File: src/rtl/pgate_pkg.sv
// Package: register offsets, field positions and the clamp-bit mapping
// shared by the decoder, the slices and the checker.
package pgate_pkg;
    localparam int OFF_TOGGLE  = 'h30;
    localparam int OFF_RELEASE = 'h34;
    localparam int OFF_STATUS  = 'h38;
    localparam int START_BIT   = 8;
    localparam int IDX_FIELD_W = 5;

    // Which release-register bit serves partition p (a symmetric swap).
    function automatic int rel_bit(input int p, input int sa, input int sb);
        if (p == sa)      return sb;
        else if (p == sb) return sa;
        else              return p;
    endfunction
endpackage

File: src/rtl/pgate_regdec.sv
// Write decoder: turns a bus write into one-hot toggle selects and a
// per-partition release vector. Assumes one write per bus_we cycle and
// NPART <= DATA_W, NPART <= 2**IDX_FIELD_W.
module pgate_regdec
    import pgate_pkg::*;
#(
    parameter int NPART  = 32,
    parameter int ADDR_W = 8,
    parameter int DATA_W = 32,
    parameter int SWAP_A = 3,
    parameter int SWAP_B = 4
) (
    input  logic [ADDR_W-1:0] bus_addr,
    input  logic              bus_we,
    input  logic [DATA_W-1:0] bus_wdata,
    output logic [NPART-1:0]  tog_sel,
    output logic [NPART-1:0]  rel_req
);
    logic                   tog_hit;
    logic                   rel_hit;
    logic [IDX_FIELD_W-1:0] tog_idx;

    // Address match for the two writable registers.
    always_comb begin
        tog_hit = bus_we && (bus_addr == ADDR_W'(OFF_TOGGLE)) && bus_wdata[START_BIT];
        rel_hit = bus_we && (bus_addr == ADDR_W'(OFF_RELEASE));
        tog_idx = bus_wdata[IDX_FIELD_W-1:0];
    end

    for (genvar p = 0; p < NPART; p++) begin : g_sel
        localparam int RB = rel_bit(p, SWAP_A, SWAP_B);
        // One-hot toggle select and swapped release bit for partition p.
        always_comb begin
            tog_sel[p] = tog_hit && (tog_idx == IDX_FIELD_W'(p));
            rel_req[p] = rel_hit && bus_wdata[RB];
        end
    end
endmodule

File: src/rtl/pgate_slice.sv
// One partition: enable, pending flag, confirmed status and clamp.
// Assumes tog and rel never arrive in the same cycle (distinct offsets).
module pgate_slice (
    input  logic clk,
    input  logic rst_n,
    input  logic tog,
    input  logic rel,
    input  logic pg,
    output logic en,
    output logic stat,
    output logic clamp
);
    logic busy;

    // Toggle acceptance, completion tracking and clamp control.
    always_ff @(posedge clk) begin
        if (!rst_n) begin
            en    <= 1'b0;
            busy  <= 1'b0;
            stat  <= 1'b0;
            clamp <= 1'b1;
        end else begin
            if (tog && !busy) begin
                en   <= !en;
                busy <= 1'b1;
                if (en) clamp <= 1'b1;
            end else if (busy && (pg == en)) begin
                busy <= 1'b0;
                stat <= en;
            end
            if (rel && en) clamp <= 1'b0;
        end
    end
endmodule

File: src/rtl/pgate_ctrl.sv
// Top: register-mapped gating controller for NPART power partitions.
// Assumes a synchronous active-low reset and a combinational read path.
module pgate_ctrl
    import pgate_pkg::*;
#(
    parameter int NPART  = 32,
    parameter int ADDR_W = 8,
    parameter int DATA_W = 32,
    parameter int SWAP_A = 3,
    parameter int SWAP_B = 4
) (
    input  logic              clk,
    input  logic              rst_n,
    input  logic [ADDR_W-1:0] bus_addr,
    input  logic              bus_we,
    input  logic [DATA_W-1:0] bus_wdata,
    output logic [DATA_W-1:0] bus_rdata,
    output logic [NPART-1:0]  pwr_en,
    input  logic [NPART-1:0]  pwr_good,
    output logic [NPART-1:0]  iso_clamp
);
    logic [NPART-1:0] tog_sel;
    logic [NPART-1:0] rel_req;
    logic [NPART-1:0] stat_q;

    pgate_regdec #(
        .NPART(NPART), .ADDR_W(ADDR_W), .DATA_W(DATA_W),
        .SWAP_A(SWAP_A), .SWAP_B(SWAP_B)
    ) u_dec (
        .bus_addr (bus_addr),
        .bus_we   (bus_we),
        .bus_wdata(bus_wdata),
        .tog_sel  (tog_sel),
        .rel_req  (rel_req)
    );

    for (genvar p = 0; p < NPART; p++) begin : g_part
        pgate_slice u_sl (
            .clk  (clk),
            .rst_n(rst_n),
            .tog  (tog_sel[p]),
            .rel  (rel_req[p]),
            .pg   (pwr_good[p]),
            .en   (pwr_en[p]),
            .stat (stat_q[p]),
            .clamp(iso_clamp[p])
        );
    end

    // Read mux: status at its offset, zero elsewhere.
    always_comb begin
        bus_rdata = '0;
        if (bus_addr == ADDR_W'(OFF_STATUS)) bus_rdata[NPART-1:0] = stat_q;
    end
endmodule

File: config.mk
export PLATFORM = sky130hd
export DESIGN_NAME = pgate_ctrl
export DESIGN_NICKNAME = d
export VERILOG_FILES = /design/src/rtl/pgate_pkg.sv /design/src/rtl/pgate_regdec.sv /design/src/rtl/pgate_slice.sv /design/src/rtl/pgate_ctrl.sv
export SDC_FILE = /design/constraint.sdc
export NUM_CORES = 1
export LEC_CHECK = 0
export ABC_AREA = 1
export BUFFER_PORTS_ARGS = -buffer_cell sky130_fd_sc_hd__buf_2
export CORE_ASPECT_RATIO = 0.8
export CORE_MARGIN = 1
export CORE_UTILIZATION = 35
export CTS_BUF_LIST = sky130_fd_sc_hd__clkbuf_4 sky130_fd_sc_hd__clkbuf_8 sky130_fd_sc_hd__clkbuf_16
export CTS_CLUSTER_SIZE = 25
export DETAILED_ROUTE_END_ITERATION = 8
export PLACE_DENSITY_LB_ADDON = 0.1
export SYNTH_ARGS = -nofsm -noshare
export SYNTH_HDL_FRONTEND = slang
export SYNTH_SLANG_ARGS = --single-unit
export TNS_END_PERCENT = 30
File: constraint.sdc
create_clock -name clk -period 2.95 [get_ports clk]
set_clock_uncertainty 0.2 [all_clocks]
set_input_delay 0.59 -clock clk [delete_from_list [all_inputs] [get_ports clk]]
set_output_delay 0.59 -clock clk [all_outputs]
set_load 0.05 [all_outputs]
==> metrics.txt, run 1 <==
Non-Filler Instances=1303; first-pass GRT wire length=26900 um; worst r2r dst=g_part[1].u_sl.stat; I/O pins=171; post_cts resized=0; Power Density=516 nW/um^2; Starting DRT DRC Count=315; port bufs=170; Post-synth top cells=nand2_1 (216), dfxtp_1 (128), inv_1 (118); pre-CTS setup slack=0.447 ns; Die H=124 um; crit path launch type=input pin; # diodes=0; # clock sinks=128; pins over their slew limit=0; WL/cell=13.0 um; Vias=5922; root buffer cell=clkbuf_16; Die X=154 um; Worst slew margin=0.442; Max-Cap Viols=0; post-route ant nets=0; Final WS setup=0.473 ns; crit path capture=bus_rdata[26]; Worst Setup SP=bus_addr[6]; post-synthesis async set-or-reset flop share=0; htree depth=4; fillers=1981; clock buffer count from CTS=17; Required @ worst endpoint=2.16 ns; min cycle time layout=2.48 ns; area delta synth->final=18.0%; vias per std cell=4.54; #FFs+latches synth=128; area of the multi-input gates=2830 sq um; Post-Syn Area=6500 sq um; GPL Wtd Cong=0.751; final hold vios=0; final wirelength=16900 um; share of the synthesized area in the top cell type=0.394; Avg Cell Area, Syn=6.77 sq um; vias in the first global route=5189; sequential cell area fraction in the yosys report=0.394; Cells after Synth=961; later-pin clock latency in the skew report=0.41 ns; CTS Hold Bufs=0; Peak VDD IR=347 uV; Crit Path Max Fanout=18; layout cell share with drive strength beyond 1=0.235; placed cells=1274; Post-synth EDFFs=0; static leakage=3.52 nW; Slew @ Worst Pin=0.837 ns; Arr. time, crit path=1.69 ns; Residual DRC=0; RSZ-0062 raised after global routing=false; CTS clk-pin slew, worst paths=0.05 ns; nets@finish=1138; WHS Path Cells=2; starting density of the core=0.358; CTS tree=yes; Post-CTS Repair Setup Buffers=0; min-delay worst type=flip-flop to flip-flop; status=finished, final reports clean; register area=2560 sq um; largest net degree at the start of global routing=92; CORE AREA=18200 sq um; antenna violations before repair=0; clk buf depth=2; GRT overflow=0; Final Cycle Share=0.840; floorplan row count=44; WS Path Type=input pin to output pin; Top FF cell, synth=dfxtp_1; count leader, synth=nand2_1; setup TNS=0 ns; Crit Reg-Reg Startpoint=g_part[1].u_sl.en; r2r worst-path depth=4; Final HPWL DP=11900 um; Setup crit end kind=output pin; largest cells by area after synthesis=dfxtp_1 (39%), nand2_1 (12%), a21oi_1 (8.8%); synth unique cells=25; Synth warnings=0; GRT Overall Usage=0.183; Max Freq=404 MHz; Pre-antenna DRT Iters=4; reg2reg setup slack=1.65 ns; Setup Viol. Count Final=0; Yosys top cell by area=dfxtp_1; Syn Nets=1036; Die ar.=19100 sq um
==> logic make-up (layout without fill, tap and decap cells) <==
| group | after synthesis | in the layout | share of synthesized area |
|---|---|---|---|
| and+or+nand+nor | 456 | 456 | 0.307 |
| DFF | 128 | 128 | 0.394 |
| xor gates and xnor gates | 10 | 10 | 0.0135 |
| AOI/OAI and AO/OA | 146 | 146 | 0.115 |
| buffers and inverters | 221 | 333 | 0.171 |
==> layout make-up <==
class                   count  area share
multi-input cells         612       0.369
well taps                 230      0.0375
repair buffers            179       0.125
inverters                 125      0.0611
clock inverters             7      0.0114
flip-flops and latches    128       0.334
clock buffers              22      0.0620
==> layer usage <==
metal	track usage	vias to the layer above	part of all wire
li1	-	3190	-
met1	0.248	2586	0.51
met2	0.290	133	0.44
met3	0.0404	13	0.045
met4	0.0594	0	0.010
met5	0	-	0
==> power breakdown <==
part / switching, mW / leakage, nW / total [mW] / internal (mW)
registers: 0.0000536 / 1.03 / 1.73 / 1.73
logic: 0.119 / 2.21 / 0.190 / 0.0707
clock network: 0.748 / 0.282 / 2.04 / 1.30
total: 0.867 / 3.52 / 3.96 / 3.10
==> worst min-delay path by stage <==
stage | to | from
global placement | g_part[31].u_sl.stat | g_part[31].u_sl.stat
finish | g_part[31].u_sl.stat | g_part[31].u_sl.stat
detailed placement | g_part[31].u_sl.stat | g_part[31].u_sl.stat
global route | g_part[31].u_sl.clamp | bus_wdata[31]
CTS | g_part[6].u_sl.clamp | bus_wdata[6]
floorplan | g_part[31].u_sl.stat | g_part[31].u_sl.stat
==> state kept, by name, indices dropped and copies added, names as in the netlist <==
signal	count
g_part.u_sl.busy	32
g_part.u_sl.clamp	32
g_part.u_sl.en	32
g_part.u_sl.stat	32
==> through the flow <==
stage	hold WS [ns]	utilization	total power [mW]	instance area, sq um
CTS	0.237	0.422	4.02	7670
global route	0.255	0.422	4.10	7670
floorplan	0.230	-	1.86	6500
finish	0.257	0.422	3.96	7670
global placement	0.259	0.391	1.96	7110
detailed placement	0.252	0.391	1.96	7110
==> worst max-delay path: stages <==
cell and delay, ns:
buf_2 0.09, inv_1 0.04, nand2_1 0.05, nor2_2 0.15
nand4_1 0.13, buf_4 0.23, nor2_1 0.12, buf_2 0.27
==> placed cells by master (no fill, tap or decap), drive strengths merged, types with 4 or more instances in the layout <==
| master | netlist | final |
|---|---|---|
| xnor2 | 10 | 10 |
| dfxtp | 128 | 128 |
| nand4 | 10 | 10 |
| o21ai | 26 | 26 |
| nand3 | 92 | 92 |
| clkbuf | 12 | 22 |
| inv | 125 | 125 |
| clkinv | 0 | 4 |
| nand2 | 217 | 217 |
| nor2 | 94 | 94 |
| a21oi | 114 | 114 |
| o21a | 5 | 5 |
| or2 | 22 | 22 |
| nor3 | 18 | 18 |
| buf | 84 | 179 |
Power figures use the tool's default switching activity.
==> inputs of run 2 (changes only) <==
clock period = 2.3 ns   (was 2.95 ns; I/O delays follow)
==> metrics.txt, run 2 (synthesis gave the netlist of run 1 again) <==
Final Cycle Share=0.952; Worst slew margin=0.631; Crit Path Max Fanout=19; RSZ-0062 raised after global routing=true; area delta synth->final=20.2%; vias in the first global route=5358; Power, Total=5.27 mW; # clock sinks=128; Peak VDD IR=371 uV; status=finished, final reports clean; vias per std cell=4.57; port bufs=170; Post-CTS Repair Setup Buffers=0; Residual DRC=0; starting density of the core=0.358; Arr. time, crit path=1.53 ns; # diodes=0; post-route ant nets=0; Slew @ Worst Pin=0.553 ns; final wirelength=17000 um; Net Sw Frac=0.221; GRT Overall Usage=0.186; layout cell share with drive strength beyond 1=0.243; post_cts resized=0; hold path start=bus_wdata[16]; Final HPWL DP=12600 um; area of the multi-input gates=2830 sq um; WHS Path Cells=4; static leakage=3.58 nW; CTS Hold Bufs=0; Vias=6003; crit path launch type=input pin; GPL Wtd Cong=0.771; Die X=154 um; Pre-antenna DRT Iters=4; clock buffer count from CTS=17; Required @ worst endpoint=1.64 ns; Clock power frac=0.532; htree depth=4; nets@finish=1146; commonest non-fill, non-tap cell in the layout=nand2_1; pins over their slew limit=0; antenna violations before repair=0; finished layout cell area=7820 sq um; Min-Delay Endpoint=g_part[16].u_sl.clamp; internal power=4.10 mW; r2r worst-path depth=4; NetSw=1.16 mW; register area=2560 sq um; reg2reg setup slack=1.02 ns; Starting DRT DRC Count=268; first-pass GRT wire length=27400 um; root buffer cell=clkbuf_16; Max Freq=457 MHz; placed inst area=7200 sq um; later-pin clock latency in the skew report=0.42 ns; min-delay worst type=input pin to flip-flop; CTS tree=yes; Setup Viol. Count Final=0; Setup crit end kind=output pin; largest net degree at the start of global routing=47; worst r2r dst=g_part[19].u_sl.stat; floorplan row count=44; commonest cells after routing, fill and taps aside=nand2_1 (216), buf_2 (166), dfxtp_1 (128), inv_1 (118), a21oi_1 (114); Die H=124 um; combinational power share=0.047; WL/cell=13.0 um; Power Density=674 nW/um^2; Max-Cap Viols=0; fillers=1896; WS Path Type=input pin to output pin; Crit Reg-Reg Startpoint=g_part[19].u_sl.en; Reg power frac=0.421; CTS clk-pin slew, worst paths=0.06 ns; I/O pins=171; GRT overflow=0; Die ar.=19100 sq um; min cycle time layout=2.19 ns; clk buf depth=2; CORE AREA=18200 sq um; final hold vios=0
[run 2: area by class of cell]
| cell class | count | share of cell area |
|---|---|---|
| inverter | 125 | 0.0600 |
| sequential | 128 | 0.328 |
| timing repair buffer | 187 | 0.135 |
| clock inverter | 10 | 0.0173 |
| multi-input combinational | 612 | 0.362 |
| clock buffer | 22 | 0.0608 |
| tap | 230 | 0.0368 |
[run 2: critical path, cell delays in order]
cell and delay (ns):
buf_2 0.10, inv_1 0.04, nand2_1 0.05, nor2_2 0.09
nand4_1 0.18, buf_12 0.22, nor2_1 0.10, buf_2 0.27
[run 2: through the flow]
stage | setup WS (ns) | instances | utilization | hold WS, ns | TNS [ns]
3_5_place_dp | 0.0932 | 1282 | 0.396 | 0.262 | 0
5_1_grt | -0.0141 | 1314 | 0.430 | 0.109 | -0.0303
2_1_floorplan | -0.107 | 961 | - | 0.230 | -3.20
4_1_cts | 0.0857 | 1314 | 0.430 | 0.102 | 0
3_3_place_gp | 0.110 | 1282 | 0.396 | 0.264 | 0
6_report | 0.112 | 1314 | 0.430 | 0.123 | 0
[run 2: power groups by stage]
stage	sequential [mW]	clock [mW]	combinational (mW)
after floorplan	2.27	0	0.123
after global placement	2.27	0	0.250
after detailed placement	2.27	0	0.251
after CTS	2.22	2.86	0.252
after global routing	2.22	2.95	0.280
final	2.22	2.80	0.249
[run 2: worst max-delay path by stage]
stage | start | endpoint
6_report | bus_addr[7] | bus_rdata[10]
3_3_place_gp | bus_addr[6] | bus_rdata[20]
2_1_floorplan | bus_addr[6] | bus_rdata[0]
4_1_cts | bus_addr[7] | bus_rdata[16]
3_5_place_dp | bus_addr[7] | bus_rdata[16]
5_1_grt | bus_addr[7] | bus_rdata[25]
[run 2: per-layer routing]
layer,routed length (um),track usage
met1,8590,0.245
met2,7470,0.302
met3,751,0.0393
met4,220,0.0631
met5,0,0
